**src/rtl/sram_ctl.sv**
```systemverilog
`timescale 1ns/1ps
module sram_ctl #(
  parameter int AW      = 17,
  parameter int DW      = 8,
  parameter int CLK_PS  = 4000,
  parameter int T_RC_PS = 55000,
  parameter int T_AA_PS = 55000,
  parameter int T_OE_PS = 30000,
  parameter int T_WC_PS = 55000,
  parameter int T_WP_PS = 45000,
  parameter int T_AS_PS = 0,
  parameter int T_AW_PS = 50000,
  parameter int T_DS_PS = 25000,
  parameter int T_WR_PS = 0
) (
  input  logic          clk,
  input  logic          rst_n,
  input  logic          req_valid,
  output logic          req_ready,
  input  logic          req_write,
  input  logic [AW-1:0] req_addr,
  input  logic [DW-1:0] req_wdata,
  output logic          rsp_valid,
  output logic [DW-1:0] rsp_rdata,
  output logic [AW-1:0] ram_addr,
  output logic          ram_cs1_n,
  output logic          ram_cs2,
  output logic          ram_we_n,
  output logic          ram_oe_n,
  output logic [DW-1:0] ram_dq_out,
  output logic          ram_dq_oe,
  input  logic [DW-1:0] ram_dq_in
);

  function automatic int cdiv(input int ps);
    return (ps + CLK_PS - 1) / CLK_PS;
  endfunction

  function automatic int imax(input int a, input int b);
    return (a > b) ? a : b;
  endfunction

  localparam int RD_CYC = imax(1, imax(cdiv(T_RC_PS), imax(cdiv(T_AA_PS), cdiv(T_OE_PS))));
  localparam int SU_CYC = imax(1, cdiv(T_AS_PS));
  localparam int HD_CYC = imax(1, cdiv(T_WR_PS));
  localparam int WP_CYC = imax(1, imax(imax(cdiv(T_WP_PS), cdiv(T_DS_PS)),
                                       imax(cdiv(T_AW_PS) - SU_CYC,
                                            cdiv(T_WC_PS) - SU_CYC - HD_CYC)));
  localparam int CW     = $clog2(imax(RD_CYC, imax(WP_CYC, imax(SU_CYC, HD_CYC))) + 1);

  typedef enum logic [2:0] {IDLE, RD_ACCESS, RD_CAPTURE, WR_SETUP, WR_PULSE, WR_RECOVER} st_t;

  st_t           st;
  logic [CW-1:0] cnt;
  logic [DW-1:0] wdata_q;
  wire           cnt_done = (cnt == '0);

  assign req_ready = (st == IDLE);

  always_ff @(posedge clk) begin
    if (!rst_n) begin
      st         <= IDLE;
      cnt        <= '0;
      wdata_q    <= '0;
      rsp_valid  <= 1'b0;
      rsp_rdata  <= '0;
      ram_addr   <= '0;
      ram_cs1_n  <= 1'b1;
      ram_cs2    <= 1'b0;
      ram_we_n   <= 1'b1;
      ram_oe_n   <= 1'b1;
      ram_dq_out <= '0;
      ram_dq_oe  <= 1'b0;
    end else begin
      rsp_valid <= 1'b0;
      case (st)
        IDLE: if (req_valid) begin
          ram_addr  <= req_addr;
          wdata_q   <= req_wdata;
          ram_cs1_n <= 1'b0;
          ram_cs2   <= 1'b1;
          if (req_write) begin
            st  <= WR_SETUP;
            cnt <= CW'(SU_CYC - 1);
          end else begin
            ram_oe_n <= 1'b0;
            st       <= RD_ACCESS;
            cnt      <= CW'(RD_CYC - 1);
          end
        end
        RD_ACCESS: begin
          cnt <= cnt - 1'b1;
          if (cnt_done) st <= RD_CAPTURE;
        end
        RD_CAPTURE: begin
          rsp_rdata <= ram_dq_in;
          rsp_valid <= 1'b1;
          ram_oe_n  <= 1'b1;
          ram_cs1_n <= 1'b1;
          ram_cs2   <= 1'b0;
          st        <= IDLE;
        end
        WR_SETUP: begin
          cnt <= cnt - 1'b1;
          if (cnt_done) begin
            ram_we_n   <= 1'b0;
            ram_dq_out <= wdata_q;
            ram_dq_oe  <= 1'b1;
            cnt        <= CW'(WP_CYC - 1);
            st         <= WR_PULSE;
          end
        end
        WR_PULSE: begin
          cnt <= cnt - 1'b1;
          if (cnt_done) begin
            ram_we_n <= 1'b1;
            cnt      <= CW'(HD_CYC - 1);
            st       <= WR_RECOVER;
          end
        end
        WR_RECOVER: begin
          cnt <= cnt - 1'b1;
          if (cnt_done) begin
            ram_dq_oe <= 1'b0;
            ram_cs1_n <= 1'b1;
            ram_cs2   <= 1'b0;
            st        <= IDLE;
          end
        end
        default: st <= IDLE;
      endcase
    end
  end

endmodule

```
**config.mk**
```make
export PLATFORM = sky130hd
export DESIGN_NAME = sram_ctl
export DESIGN_NICKNAME = d
export VERILOG_FILES = /design/src/rtl/sram_ctl.sv
export SDC_FILE = /design/constraint.sdc
export NUM_CORES = 1
export LEC_CHECK = 0
export ABC_AREA = 1
export BUFFER_PORTS_ARGS = -buffer_cell sky130_fd_sc_hd__buf_2
export CORE_MARGIN = 2
export CORE_UTILIZATION = 52
export CTS_BUF_LIST = sky130_fd_sc_hd__clkbuf_4 sky130_fd_sc_hd__clkbuf_8 sky130_fd_sc_hd__clkbuf_16
export CTS_CLUSTER_DIAMETER = 60
export DETAILED_ROUTE_END_ITERATION = 8
export GPL_TIMING_DRIVEN = 0
export PLACE_DENSITY = 0.8
export REMOVE_ABC_BUFFERS = 1
export SYNTH_ARGS = -nofsm -noshare
export SYNTH_HDL_FRONTEND = slang
export SYNTH_SLANG_ARGS = --single-unit
export TNS_END_PERCENT = 100
```
**constraint.sdc**
```tcl
create_clock -name clk -period 3.6 [get_ports clk]
set_clock_uncertainty 0.15 [all_clocks]
set_input_delay 0.72 -clock clk [delete_from_list [all_inputs] [get_ports clk]]
set_output_delay 0.72 -clock clk [all_outputs]
set_load 0.02 [all_outputs]
```
Yosys cells after proc, flatten, opt, wreduce, memory -nomap -nowiden:

Index checks and enable logic that the tools add are counted.

* $add $sub $neg: 1
* equal/unequal tests: 11
* muxes and demuxes: 24
* reductions and logical operators: 16

Operators with widths (number)
* $mux W4: 4
* $pmux W4 S4: 1
* $mux W3: 5
* $pmux W3 S5: 1
* $ne A2 B2 Y1 const B: 6
* $reduce_and A3 Y1: 4
* $mux W1: 7
* $eq A3 B2 Y1 const B: 2
* $eq A3 B3 Y1 const B: 2
* $pmux W1 S2: 3
* $pmux W1 S3: 2
* $reduce_and A2 Y1: 3
* $reduce_bool A2 Y1: 3
* $reduce_and A5 Y1: 1
* $logic_not A4 Y1: 1
* $reduce_bool A4 Y1: 1
* $sub A4 B1 Y4 const B: 1
* $eq A3 B1 Y1 const B: 1
* $logic_not A3 Y1: 1
* $reduce_bool A3 Y1: 1
* $mux W2: 1
* $reduce_or A2 Y1: 1

* bits in registers: 54
* bits of input ports: 37
* logic and storage cells: 64

Depth between registers and ports, before layout:

Gate-level depths: netlist of the first run.

* depth after elaboration: 4
* depth in mapped cells: 8
* gate-level depth less buffers: 8

Least setup slack after synthesis of the first run:

OpenSTA, ideal clock, no wires.

* kind: reg2out
* start: reg st[1]
* end: out req_ready
* data arrival time: 919 ps
* path slack: 1811 ps
* stages on the path, launching flop included: 6
* cell sequence: dfxtp_1 > buf_6 > inv_2 > nand2_2 > nor2_4 > buf_6

* longest elaborated chain between the ends: 1

Ends and longest elaborated chain
* from (decl): RTL line 53 `st_t st;`
* from (signal assigned): RTL line 62 `st <= IDLE;`
* from (signal assigned): RTL line 83 `st <= WR_SETUP;`
* from (signal assigned): RTL line 87 `st <= RD_ACCESS;`
* $logic_not A3 Y1: RTL line 58 `assign req_ready = (st == IDLE);`
* to (decl): RTL line 19 `output logic req_ready,`

No other way between the ends.

Worst setup path after layout of the first run:

Ends and elaborated chain as after synthesis.

==> results_dict.tcl, run 1 <==
set metrics [dict create \
    dieArea_sq_um 4585 \
    hold_class "flip-flop to flip-flop" \
    cp_max_fo 19 \
    synth_compound_area_share_pct 20.57 \
    fin_crit_sh_pct 66.99 \
    drive_gt1_share_pct 31.60 \
    drcViolationCount 0 \
    synthTopCellsByArea "dfxtp_1 51%, a21oi_1 9.5%, nand2_1 7.8%, nand3_1 6.9%, o21ai_0 3.6%" \
    clkTransAtPathRegs_ns 0.09 \
    path_class "flip-flop to output port" \
    antenna_left 0 \
    grt_antenna_before_repair 0 \
    min_period_ns 2.412 \
    yosys.area.top_type "dfxtp_1" \
    core_area_sq_um 3943 \
    drv_cap 0 \
    max_freq_ghz 0.4147 \
    muxShareOfSynthArea_pct 0 \
    leakage_nw 1.216 \
    synthArstFlopShare_pct 0 \
    htree_levels 2 \
    yosysSeqAreaShare_pct 51.22 \
    start_kind "flip-flop" \
    synth_top_area_share_pct 51.22 \
    hold_violations 0 \
    synth_seq_cells 54 \
    grt.total_usage_pct 21.99 \
    synth_ff_type "dfxtp_1" \
    mostFrequentLayoutCells "76 x buf_2, 54 x dfxtp_1, 44 x nand2_1, 40 x a21oi_1, 29 x nand3_1" \
    synthAdderAreaFrac_pct 0.5928 \
    dr_total_vias 1923 \
    globalRouteMet2Util_pct 37.87 \
    clock_path_buffers 2 \
    die_w_microns 67.71 \
    clock-sinks 54 \
    grt.met3_usage_pct 5.833 \
    syn2layout_area_growth_pct 21.87 \
    synth_edf_count 0 \
    wl_per_cell_microns 11.93 \
    finalSetupTns_ns 0 \
    run_status "finished clean" \
    io_pins 77 \
    max_slew.worst_pin.slew_ns 0.7233 \
    grt_pass1_wl_mm 7.679 \
    cts_tree "yes" \
    utilization_pct 65.25 \
    grt_max_degree 36 \
    syn_inst 254 \
    numCtsBuffers 5 \
    n_antenna_cell 0 \
    synth_cell_types 25 \
    nNetsFinal 363 \
    final_common_cell "buf_2" \
    required_ns 2.73 \
    finalWeightedCongestion 0.8558 \
    syn_area_per_cell_sq_um 8.310 \
    first_global_vias 1891 \
    clock-root-buffer "clkbuf_8" \
    die-height_microns 67.71 \
    wl_mm 4.484 \
    rsz0062_at_grt "false" \
    post_cts_resized 0 \
    relSlewSlack_pct 51.73 \
    power_per_cell_area_nw_per_um2 769.2 \
    drt_iter0_drc 85 \
    drv_slew 0 \
    via_per_inst 5.114 \
    crit_arrival_ns 1.54 \
    io_buffer_count 76 \
    yosys.area_share.simple_pct 19.03 \
    synth_xor_area_share_pct 0.4149 \
    synth_top_family_by_area "compound AO/OA/AOI/OAI gates" \
    gr-total-overflow 0 \
    synth_area_sq_um 2111 \
    irDropWorstVdd_uv 486.7 \
    met1_usage_pct 25.03 \
    cts_setup_buffers 0 \
    cp-end-kind "output port" \
    finalSetupViolCount 0 \
    insertion_delay_ns 0.31 \
    drt_pass1_iterations 4 \
    rows 23 \
    yosys_warnings 0 \
    start_util_pct 53.54 \
    busiest_layer "met2" \
    dp_hpwl_mm 3.057 \
    cts_hold_buf 0 \
]
## power by group
part           switching [mW]  leakage (nW)  internal [mW]
sequential             0.0774         0.442          0.733
combinational           0.539         0.719          0.259
clock                   0.194        0.0544          0.176
total                   0.810          1.22           1.17
## metal layers
layer	vias to the layer above	part of all wire, %
li1	991	-
met1	868	44
met2	56	48
met3	8	6.2
met4	0	1.8
met5	-	0
## flip-flops by register name, indices dropped and copies added (netlist names)
signal and cells:
ram_cs1_n 1, ram_dq_out 8, ram_dq_oe 1, ram_addr 17, rsp_valid 1, ram_oe_n 1
ram_we_n 1, cnt 4, ram_cs2 1, wdata_q 8, rsp_rdata 8, st 3
## cell usage after synthesis, types with 2 or more instances
| library cell | n |
|---|---|
| a21oi_1 | 40 |
| a21oi_2 | 5 |
| a22o_1 | 8 |
| buf_2 | 3 |
| buf_4 | 2 |
| buf_6 | 4 |
| clkbuf_1 | 3 |
| dfxtp_1 | 54 |
| inv_1 | 17 |
| inv_2 | 5 |
| nand2_1 | 44 |
| nand2_2 | 3 |
| nand3_1 | 29 |
| nor2_1 | 7 |
| nor2_4 | 2 |
| o21ai_0 | 15 |
| o21ai_1 | 4 |
| o21ai_2 | 2 |
## critical path, stage by stage, from the launching register on
cell and delay [ns]:
dfxtp_1 0.41, inv_2 0.11, nand2_2 0.09, nor2_4 0.37
buf_2 0.25
## through the flow
stage | cells | hold slack (ns) | instance area, sq um | setup slack, ns | total power [mW]
floorplan | 242 | 0.2767 | 2024 | 1.857 | 1.404
global placement | 368 | 0.2880 | 2467 | 1.459 | 1.602
detailed placement | 368 | 0.2911 | 2467 | 1.451 | 1.619
CTS | 376 | 0.3076 | 2572 | 1.183 | 1.988
global route | 376 | 0.3261 | 2572 | 1.080 | 2.136
finish | 376 | 0.3035 | 2572 | 1.188 | 1.979
## worst paths after layout
| kind | slack (ns) | start | endpoint | depth (start not counted) |
|---|---|---|---|---|
| max | 1.19 | st[1] | req_ready | 4 |
| min | 0.30 | ram_we_n | ram_we_n | 2 |
| max reg2reg | 1.65 | st[1] | wdata_q[1] | 6 |
| min reg2reg | 0.30 | ram_we_n | ram_we_n | 2 |
## layout make-up
cell class | instances | area [sq um]
clock inverter | 1 | 8.758
sequential | 54 | 1081
timing repair buffer | 76 | 380.4
inverter | 23 | 86.33
fill | 342 | 1370
multi-input combinational | 165 | 857.1
tap | 50 | 62.56
clock buffer | 7 | 96.34
## logic make-up (layout without fill, tap and decap cells)
| kind of cell | after synthesis | after routing |
|---|---|---|
| xor gates and xnor gates | 1 | 1 |
| and+or+nand+nor | 88 | 88 |
| DFF | 54 | 54 |
| AOI/OAI and AO/OA | 75 | 75 |
| adders and majority gates | 1 | 1 |
| buffers and inverters | 35 | 107 |
Note: power is estimated with default switching activity, not from simulation.
==> inputs of run 2 (changes only) <==
CORE_UTILIZATION = 44   (was 52)
PLACE_DENSITY = 0.72   (was 0.8)
clock period = 2 ns   (was 3.6 ns; I/O delays follow)
==> run 2 against run 1 <==
Net effect:
- final area up 0.19%
- highest routed layer unchanged
- sequential power up 80%
- non-clock buffer count up 2
- register-to-register slack worse by 1.4 ns
- largest cell class unchanged
==> results_dict.tcl, run 2 (same netlist as run 1, synthesis figures left out) <==
set metrics [dict create \
    power_per_cell_area_nw_per_um2 1385 \
    layout.cells.non_filler 382 \
    leakage_nw 1.219 \
    start_util_pct 45.29 \
    max_freq_ghz 0.5484 \
    drt_iter0_drc 64 \
    crit_arrival_ns 1.27 \
    via_per_inst 5.034 \
    antenna_left 0 \
    hold_violations 0 \
    final-seq-area_sq_um 1081 \
    total_power_mw 3.570 \
    irDropWorstVdd_uv 705.2 \
    io_pins 77 \
    die-height_microns 73.26 \
    dpl.cell_count 372 \
    hold_class "input pin to flip-flop" \
    grt_antenna_before_repair 0 \
    fin_hold_ws_ns 0.1645 \
    busiest_layer "met2" \
    syn2layout_area_growth_pct 22.11 \
    fill_cells 443 \
    drive_gt1_share_pct 32.01 \
    rows 25 \
    grt.total_usage_pct 17.85 \
    clock_path_buffers 2 \
    path_class "flip-flop to output port" \
    clock-root-buffer "clkbuf_8" \
    insertion_delay_ns 0.30 \
    nNetsFinal 365 \
    cts_hold_buf 0 \
    fin_crit_sh_pct 91.17 \
    finalSetupTns_ns 0 \
    finalSetupViolCount 0 \
    multi_input_area_sq_um 857.1 \
    dr_total_vias 1923 \
    io_buffer_count 76 \
    relSlewSlack_pct 51.38 \
    regMostFlops "ram_addr" \
    largest_register_ffs 17 \
    max_slew.worst_pin.slew_ns 0.7285 \
    cp_max_fo 9 \
    clock-sinks 54 \
    mostFrequentLayoutCells "76 x buf_2, 54 x dfxtp_1, 44 x nand2_1, 40 x a21oi_1, 29 x nand3_1" \
    globalRouteMet2Util_pct 28.73 \
    run_status "finished clean" \
    grt.met3_usage_pct 4.390 \
    final_common_cell "buf_2" \
    grt_max_degree 36 \
    clkTransAtPathRegs_ns 0.10 \
    finalWeightedCongestion 0.8383 \
    met1_usage_pct 22.83 \
    required_ns 1.45 \
    cp-end-kind "output port" \
    drv_cap 0 \
    core_area_sq_um 4661 \
    cts_tree "yes" \
    drv_slew 0 \
    dp_hpwl_mm 3.035 \
    wl_mm 4.554 \
    htree_levels 2 \
    gr-total-overflow 0 \
    numCtsBuffers 5 \
    drcViolationCount 0 \
    start_kind "flip-flop" \
    dieArea_sq_um 5367 \
    drt_pass1_iterations 4 \
    n_antenna_cell 0 \
    die_w_microns 73.26 \
    grt_pass1_wl_mm 7.534 \
    min_period_ns 1.823 \
    rsz0062_at_grt "false" \
    first_global_vias 1714 \
    wl_per_cell_microns 11.92 \
]
## run 2: layout make-up
class,count,area share (%)
repair buffers,78,15.34
well taps,54,2.621
flip-flops and latches,54,41.94
multi-input cells,165,33.25
inverters,23,3.350
clock inverters,2,0.5340
clock buffers,6,2.961
## run 2: stage by stage
stage,utilization (%),setup slack [ns],instance area [sq um]
5_1_grt,55.30,0.09711,2577
6_report,55.30,0.1766,2577
2_1_floorplan,-,0.3468,2024
3_5_place_dp,53.05,0.1045,2472
3_3_place_gp,53.05,0.1342,2472
4_1_cts,55.30,0.1852,2577
## run 2: metal layers
layer | routed length (microns) | up-vias
met5 | 0 | -
met4 | 91 | 0
met3 | 285 | 9
met2 | 2097 | 58
met1 | 2079 | 862
li1 | - | 994
## run 2: repair_timing
action / 4_1_cts / 5_1_grt
gates resized for setup: 0 / 0
endpoints found under the setup margin: 1 / 0
setup buffers: 2 / 0
## run 2: critical path, stage by stage (launching register included)
cell	delay [ns]
dfxtp_1	0.54
inv_2	0.09
nand2_2	0.12
nor2_4	0.06
buf_2	0.16
## run 2: final timing paths
kind,startpoint,depth (start not counted),endpoint,slack [ns]
setup / recovery,st[1],4,req_ready,0.18
hold / removal,ram_dq_in[4],2,rsp_rdata[4],0.16
setup reg to reg,st[1],7,wdata_q[0],0.25
hold reg to reg,wdata_q[6],2,ram_dq_out[6],0.31
## run 2: power breakdown
part | switching, mW | internal (mW)
sequential | 0.139 | 1.32
clock | 0.344 | 0.261
combinational | 0.995 | 0.510
total | 1.48 | 2.09
